**src/rtl/xop_pkg.sv**
```systemverilog
// Shared types for the expanding-opcode decoder.
// Assumes nothing beyond IEEE 1800-2017 enum support.
package xop_pkg;

    // Decoder phase: first opcode byte, second opcode byte, immediates, report.
    typedef enum logic [1:0] {
        ST_OP1  = 2'd0,
        ST_OP2  = 2'd1,
        ST_IMM  = 2'd2,
        ST_EMIT = 2'd3
    } xop_state_e;

endpackage

```
**src/rtl/xop_table.sv**
```systemverilog
// Opcode table: classifies one opcode byte as legal or illegal and gives
// its immediate byte count. Purely combinational.
// Assumes BYTE_W >= 8 and CNT_W >= 4 so the largest count (15) fits.
module xop_table #(
    parameter int BYTE_W = 8,
    parameter int CNT_W  = 4
) (
    input  logic [BYTE_W-1:0] code,
    input  logic              second,
    output logic [CNT_W-1:0]  imm_cnt,
    output logic              illegal
);

    logic [CNT_W-1:0] raw_cnt;

    // Look up legality and immediate count for a first or second opcode byte.
    always_comb begin
        if (second) begin
            illegal = code[7];
            raw_cnt = CNT_W'(code[3:0]);
        end else begin
            illegal = (code[5:4] == 2'b11);
            case (code[7:6])
                2'b00:   raw_cnt = CNT_W'(0);
                2'b01:   raw_cnt = CNT_W'(1);
                2'b10:   raw_cnt = CNT_W'(2);
                default: raw_cnt = CNT_W'(4);
            endcase
        end
    end

    // Illegal opcodes own no immediates.
    assign imm_cnt = illegal ? '0 : raw_cnt;

endmodule

```
**src/rtl/xop_lencnt.sv**
```systemverilog
// Length tracker: counts bytes taken for the current instruction and the
// immediates still owed. It flags the last immediate and the byte that
// reaches the length cap. Assumes MAX_LEN fits in LEN_W bits.
module xop_lencnt #(
    parameter int LEN_W   = 4,
    parameter int MAX_LEN = 15
) (
    input  logic             clk,
    input  logic             rst_n,
    input  logic             load,
    input  logic [LEN_W-1:0] load_len,
    input  logic [LEN_W-1:0] load_rem,
    input  logic             step,
    output logic [LEN_W-1:0] len,
    output logic             rem_last,
    output logic             at_cap
);

    logic [LEN_W-1:0] len_q;
    logic [LEN_W-1:0] rem_q;

    // Load on an opcode byte, step once per accepted immediate.
    always_ff @(posedge clk) begin
        if (!rst_n) begin
            len_q <= '0;
            rem_q <= '0;
        end else if (load) begin
            len_q <= load_len;
            rem_q <= load_rem;
        end else if (step) begin
            len_q <= len_q + LEN_W'(1);
            rem_q <= rem_q - LEN_W'(1);
        end
    end

    assign len      = len_q;
    assign rem_last = (rem_q == LEN_W'(1));
    assign at_cap   = (len_q == LEN_W'(MAX_LEN - 1));

endmodule

```
**src/rtl/xop_decoder.sv**
```systemverilog
// Expanding-opcode decoder top. It takes a byte stream over valid/ready,
// reads one opcode byte or an escape plus a second opcode byte, and then
// consumes the immediates named by the table. It reports each instruction
// with a one-cycle done pulse, and ready is low in that cycle.
// Assumes MAX_LEN > 5 so that only escaped opcodes can reach the cap.
module xop_decoder
    import xop_pkg::*;
#(
    parameter int              BYTE_W   = 8,
    parameter int              MAX_LEN  = 15,
    parameter logic [BYTE_W-1:0] ESC_CODE = 8'h0F,
    localparam int             OPC_W    = 2 * BYTE_W,
    localparam int             LEN_W    = $clog2(MAX_LEN + 1)
) (
    input  logic              clk,
    input  logic              rst_n,
    input  logic              in_valid,
    input  logic [BYTE_W-1:0] in_byte,
    output logic              in_ready,
    output logic              done,
    output logic [OPC_W-1:0]  opcode,
    output logic [1:0]        opc_len,
    output logic [LEN_W-1:0]  instr_len,
    output logic              illegal,
    output logic              overlong
);

    xop_state_e       state_q, state_d;
    logic             accept;
    logic             is_esc;
    logic [LEN_W-1:0] imm_cnt;
    logic             tbl_illegal;
    logic             cnt_load;
    logic [LEN_W-1:0] cnt_load_len;
    logic             cnt_step;
    logic [LEN_W-1:0] cur_len;
    logic             rem_last;
    logic             at_cap;
    logic [OPC_W-1:0] opc_q;
    logic [1:0]       olen_q;
    logic             ill_q;
    logic             ovf_q;

    assign in_ready = (state_q != ST_EMIT);
    assign accept   = in_valid && in_ready;
    assign is_esc   = (in_byte == ESC_CODE);

    xop_table #(
        .BYTE_W (BYTE_W),
        .CNT_W  (LEN_W)
    ) u_table (
        .code    (in_byte),
        .second  (state_q == ST_OP2),
        .imm_cnt (imm_cnt),
        .illegal (tbl_illegal)
    );

    xop_lencnt #(
        .LEN_W   (LEN_W),
        .MAX_LEN (MAX_LEN)
    ) u_len (
        .clk      (clk),
        .rst_n    (rst_n),
        .load     (cnt_load),
        .load_len (cnt_load_len),
        .load_rem (imm_cnt),
        .step     (cnt_step),
        .len      (cur_len),
        .rem_last (rem_last),
        .at_cap   (at_cap)
    );

    // Next phase and counter controls from the accepted byte.
    always_comb begin
        state_d      = state_q;
        cnt_load     = 1'b0;
        cnt_load_len = LEN_W'(1);
        cnt_step     = 1'b0;
        case (state_q)
            ST_OP1: if (accept) begin
                cnt_load = 1'b1;
                if (is_esc)              state_d = ST_OP2;
                else if (imm_cnt == '0)  state_d = ST_EMIT;
                else                     state_d = ST_IMM;
            end
            ST_OP2: if (accept) begin
                cnt_load     = 1'b1;
                cnt_load_len = LEN_W'(2);
                state_d      = (imm_cnt == '0) ? ST_EMIT : ST_IMM;
            end
            ST_IMM: if (accept) begin
                cnt_step = 1'b1;
                if (rem_last || at_cap) state_d = ST_EMIT;
            end
            default: state_d = ST_OP1;
        endcase
    end

    // Phase register.
    always_ff @(posedge clk) begin
        if (!rst_n) state_q <= ST_OP1;
        else        state_q <= state_d;
    end

    // Capture opcode, opcode length and flags as the instruction is read.
    always_ff @(posedge clk) begin
        if (!rst_n) begin
            opc_q  <= '0;
            olen_q <= 2'd0;
            ill_q  <= 1'b0;
            ovf_q  <= 1'b0;
        end else if (accept) begin
            if (state_q == ST_OP1) begin
                ovf_q <= 1'b0;
                if (!is_esc) begin
                    opc_q  <= {{(OPC_W-BYTE_W){1'b0}}, in_byte};
                    olen_q <= 2'd1;
                    ill_q  <= tbl_illegal;
                end
            end else if (state_q == ST_OP2) begin
                opc_q  <= {ESC_CODE, in_byte};
                olen_q <= 2'd2;
                ill_q  <= tbl_illegal;
            end else if (state_q == ST_IMM) begin
                if (at_cap && !rem_last) ovf_q <= 1'b1;
            end
        end
    end

    assign done      = (state_q == ST_EMIT);
    assign opcode    = opc_q;
    assign opc_len   = olen_q;
    assign instr_len = cur_len;
    assign illegal   = ill_q;
    assign overlong  = ovf_q;

    // the report pulse lasts one cycle.
    assert_done_single_R7: assert property (@(posedge clk) disable iff (!rst_n)
        done |=> !done);

    // a report always follows an accepted byte.
    assert_done_after_byte_R7: assert property (@(posedge clk) disable iff (!rst_n)
        done |-> $past(in_valid && in_ready));

    // an idle input cycle never completes an instruction.
    assert_idle_no_done_R9: assert property (@(posedge clk) disable iff (!rst_n)
        (in_ready && !in_valid) |=> !done);

    // reported length stays within the cap and covers the opcode.
    assert_len_bounds_R8: assert property (@(posedge clk) disable iff (!rst_n)
        done |-> (instr_len <= LEN_W'(MAX_LEN) && instr_len >= LEN_W'(opc_len)));

    // a cut instruction reports exactly the cap.
    assert_ovf_len_R8: assert property (@(posedge clk) disable iff (!rst_n)
        (done && overlong) |-> (instr_len == LEN_W'(MAX_LEN)));

    // an illegal opcode owns no immediates.
    assert_illegal_len_R6: assert property (@(posedge clk) disable iff (!rst_n)
        (done && illegal) |-> (instr_len == LEN_W'(opc_len)));

    // a two-byte opcode carries the escape byte on top.
    assert_esc_prefix_R3: assert property (@(posedge clk) disable iff (!rst_n)
        (done && opc_len == 2'd2) |-> (opcode[OPC_W-1 -: BYTE_W] == ESC_CODE));

endmodule

```
**config.mk**
```make
export PLATFORM = sky130hd
export DESIGN_NAME = xop_decoder
export DESIGN_NICKNAME = d
export VERILOG_FILES = /design/src/rtl/xop_pkg.sv /design/src/rtl/xop_table.sv /design/src/rtl/xop_lencnt.sv /design/src/rtl/xop_decoder.sv
export SDC_FILE = /design/constraint.sdc
export NUM_CORES = 1
export LEC_CHECK = 0
export BUFFER_PORTS_ARGS = -buffer_cell sky130_fd_sc_hd__buf_2
export CORE_MARGIN = 3
export CORE_UTILIZATION = 44
export DETAILED_ROUTE_END_ITERATION = 8
export PLACE_DENSITY = 0.69
export SYNTH_ARGS = -nofsm -noshare
export SYNTH_HDL_FRONTEND = slang
export SYNTH_SLANG_ARGS = --single-unit
```
**constraint.sdc**
```tcl
create_clock -name clk -period 1.9 [get_ports clk]
set_clock_uncertainty 0.1 [all_clocks]
set_input_delay 0.095 -clock clk [delete_from_list [all_inputs] [get_ports clk]]
set_output_delay 0.095 -clock clk [all_outputs]
set_load 0.05 [all_outputs]
```
==> results.md <==
- Status: finished clean
- CTS tree: yes
- Die width: 60.5 um
- Final Hold Vio Count: 0
- Worst-case clock buffer depth: 2
- Detailed Place HPWL: 2350 um
- IO Count: 37
- Layout Utilization: 57.0%
- DR WL/cell: 13.6 um
- CP Cell Sequence: inv_1 > ha_2 > nor2b_1 > nand2_1 > nand3_1 > or4_1 > a221oi_1
- Max-Cap Viols: 0
- Number of warnings issued by yosys: 0
- Switch Pwr: 1.22 mW
- DR vias: 1182
- Flops & latches, synth: 22
- Reg2Reg Depth: 7
- Final setup vio count: 0
- Async SR Flop Fraction: 0%
- Fraction of layout instances using a drive strength above 1: 31.4%
- Initial Util: 46.9%
- Clock group share of total power: 8.6%
- Post-route minimum period: 1.85 ns
- Yosys cell types: 44
- CP arrival: 1.97 ns
- RR Endpoint: state_q[0]$_SDFFE_PN0P_
- Power, Total: 2.45 mW
- Avg Inst Size Synth: 8.64 um^2
- CP max stage cell: or4_1
- DRC Markers: 0
- Clock Latency Late Sink: 0.31 ns
- Vias/cell: 5.32
- Nets: 213
- Total inserted antenna cells: 0
- Routed Wire Length: 3020 um
- Clk sinks: 22
- Predominant post-synthesis flop cell: dfxtp_1
- Area leader, netlist: dfxtp_1
- Period utilization: 97.4%
- Peak supply drop: 0.946 mV
- Post-Place Cell Area: 1490 um^2
- Post-synth EDFFs: 0
- CP max stage delay: 0.46 ns
- Share of the synthesized area in the top cell type: 33.7%
- Num CTS Buffers: 3
- Net Sw Frac: 49.9%
- Post-DRT Antenna Nets: 0
- Setup bufs post-CTS: 0
- RePlAce Congestion: 0.815
- Worst path bufs/invs: 1
- Cell Area, Synth: 1310 um^2
- RSZ-0062 raised after global routing: yes
- Slew Viols, Final: 0
- Crit path kind: register to register
- Top post-synthesis cells by area: dfxtp_1 34%, ha_1 8.6%, mux2i_1 5.4%
- Initial antenna violation count: 0
- Port Buf Inserts: 32
- Iter 0 DRT Violations: 39
- Row cnt: 19
- Hold WC Path Type: primary input to register
- Remaining Overflow, GRT: 0
- Launch point of the worst hold path: in_byte[6]
- Hold-critical path depth: 3
- Fill cell count: 260
- Drt first pass iters: 4
- Comb pwr share: 63.3%
- P per Cell Area: 1550 nW/um^2
- Root buf cell: clkbuf_4
- Htree depth: 1
- P_int: 1.23 mW
- Pin count of the biggest net entering global routing: 15
- Sequential area share after synthesis: 33.7%
- R2R Path Start: state_q[1]$_SDFFE_PN0P_
- CP Capture Type: register
- CTS clk-pin slew, worst paths: 0.12 ns
- Die H: 60.5 um
- Vias in the first global route: 1117
- Data required time at the worst endpoint: 2.02 ns
- Setup crit start kind: register
- FF-to-FF setup slack: 0.05 ns
- Leak: 0.730 nW
- Sequential share of power: 28.1%
- Overall Global Routing Usage: 18.1%
- Final instance area: 1580 um^2
- Fmax: 0.540 GHz
- Cell family with most CP delay: simple AND/OR/NAND/NOR gates
- Synthesis-to-layout area growth: 21.4%
- Core box area: 2780 um^2
- Critical path fanouts, max: 8
- Post-Synthesis Cells: 151
- First-pass GRT wire length: 5020 um
- Die area: 3660 um^2
- Hold Path End: opcode[6]$_SDFFE_PN0P_
==> synthesized netlist by cell type (2+ instances only) <==
library cell and instances:
o21ai_0 4, nand3b_1 3, a21boi_0 2, nand2_1 15
o221a_2 2, and3_2 2, nand3_1 4, inv_1 7
xnor2_1 2, a21oi_1 7, dfxtp_1 22, mux2i_1 7
nor2_2 2, buf_4 8, buf_6 3, nor2b_1 6
o22ai_1 4, ha_1 9, a211oi_1 3, xor2_1 2
nor3_1 2, nor2_1 13
==> through the flow <==
step / TNS, ns / hold slack, ns / instances / setup WS [ns]
floorplan: 0 / 0.140 / 154 / 0.0154
global placement: 0 / 0.269 / 213 / 0.0725
detailed placement: -0.00225 / 0.275 / 213 / -0.00225
CTS: 0 / 0.0162 / 222 / 0.0475
global route: -0.0687 / 0.0295 / 222 / -0.0501
finish: 0 / 0.0237 / 222 / 0.0488
==> final cells by class <==
class | instances | area, um^2 | area share (%)
inverter | 8 | 30.0 | 1.90
multi-input combinational | 111 | 749 | 47.3
tap | 31 | 38.8 | 2.45
sequential | 22 | 443 | 28.0
timing repair buffer | 47 | 300 | 19.0
clock buffer | 3 | 22.5 | 1.42
==> registers in the layout, summed over array words and instances, names as in the netlist <==
name and flops:
illegal 1, opc_len 1, opcode 9, overlong 1, state_q 2, u_len.len 4
u_len.rem_q 4
==> layout by cell type, fill, tap and decap left out, types with 2 or more instances in the layout <==
cell type and instances:
a21boi_0 2, nor2b_1 5, a21oi_1 7, dfxtp_1 20, a211oi_1 3, dfxtp_2 2, buf_2 32, o21ai_0 4
conb_1 4, o221a_2 2, dlygate4sd3_1 6, ha_2 3, inv_1 7, nand2_1 15, nor2_2 2, clkbuf_4 3
xor2_1 2, xnor2_1 2, ha_1 6, nor2_1 13, nand3b_1 3, o22ai_1 4, buf_4 8, and3_2 2
mux2i_1 7, nand3_1 4
==> power groups by stage <==
| stage | Sequential [mW] | Combinational, mW | Clock, mW |
|---|---|---|---|
| 5_1_grt | 0.707 | 1.70 | 0.230 |
| 3_3_place_gp | 0.685 | 1.49 | 0 |
| 6_report | 0.689 | 1.55 | 0.209 |
| 4_1_cts | 0.684 | 1.54 | 0.218 |
| 3_5_place_dp | 0.694 | 1.51 | 0 |
| 2_1_floorplan | 0.955 | 0.939 | 0 |
==> layer usage <==
metal	share of wire, %	vias to the layer above	track usage [%]
met5	0	-	0
met1	45	545	23.7
li1	-	597	-
met2	49	35	30.2
met4	1.4	0	6.81
met3	5.3	5	2.77
==> worst register-to-register path: stages (launching register included) <==
cell and delay (ns):
dfxtp_2 0.35, inv_1 0.11, ha_2 0.27, nor2b_1 0.08, nand2_1 0.08, nand3_1 0.06
or4_1 0.46, a221oi_1 0.24
==> what timing repair did <==
action	4_1_cts	5_1_grt
endpoints found under the setup margin	2	17
cloned	0	0
hold buffers	6	0
hold endpoints to repair	6	0
resized for setup	2	4
==> cell families (layout without fill, tap and decap cells) <==
| kind of cell | after synthesis | count (layout) | share of synthesized area (%) |
|---|---|---|---|
| compound gates | 32 | 32 | 17.1 |
| xor+xnor | 4 | 4 | 2.69 |
| simple gates | 55 | 55 | 21.4 |
| buf+inv | 21 | 58 | 10.8 |
| fa+ha+maj | 9 | 9 | 8.63 |
| flops | 22 | 22 | 33.7 |
| mux | 7 | 7 | 5.37 |
| other cells | 1 | 4 | 0.287 |
==> how the worst max path moves through the flow <==
| stage | from | endpoint | slack (ns) | cells after the start |
|---|---|---|---|---|
| floorplan | u_len.len[0]$_SDFFE_PN0P_ | overlong$_SDFFE_PN0P_ | 0.02 | 6 |
| global placement | state_q[0]$_SDFFE_PN0P_ | state_q[0]$_SDFFE_PN0P_ | 0.07 | 5 |
| detailed placement | state_q[0]$_SDFFE_PN0P_ | state_q[0]$_SDFFE_PN0P_ | -0.002 | 5 |
| CTS | state_q[0]$_SDFFE_PN0P_ | state_q[0]$_SDFFE_PN0P_ | 0.05 | 5 |
| global route | state_q[1]$_SDFFE_PN0P_ | state_q[0]$_SDFFE_PN0P_ | -0.05 | 7 |
| finish | state_q[1]$_SDFFE_PN0P_ | state_q[0]$_SDFFE_PN0P_ | 0.05 | 7 |
Note: power is estimated with default switching activity, not from simulation.
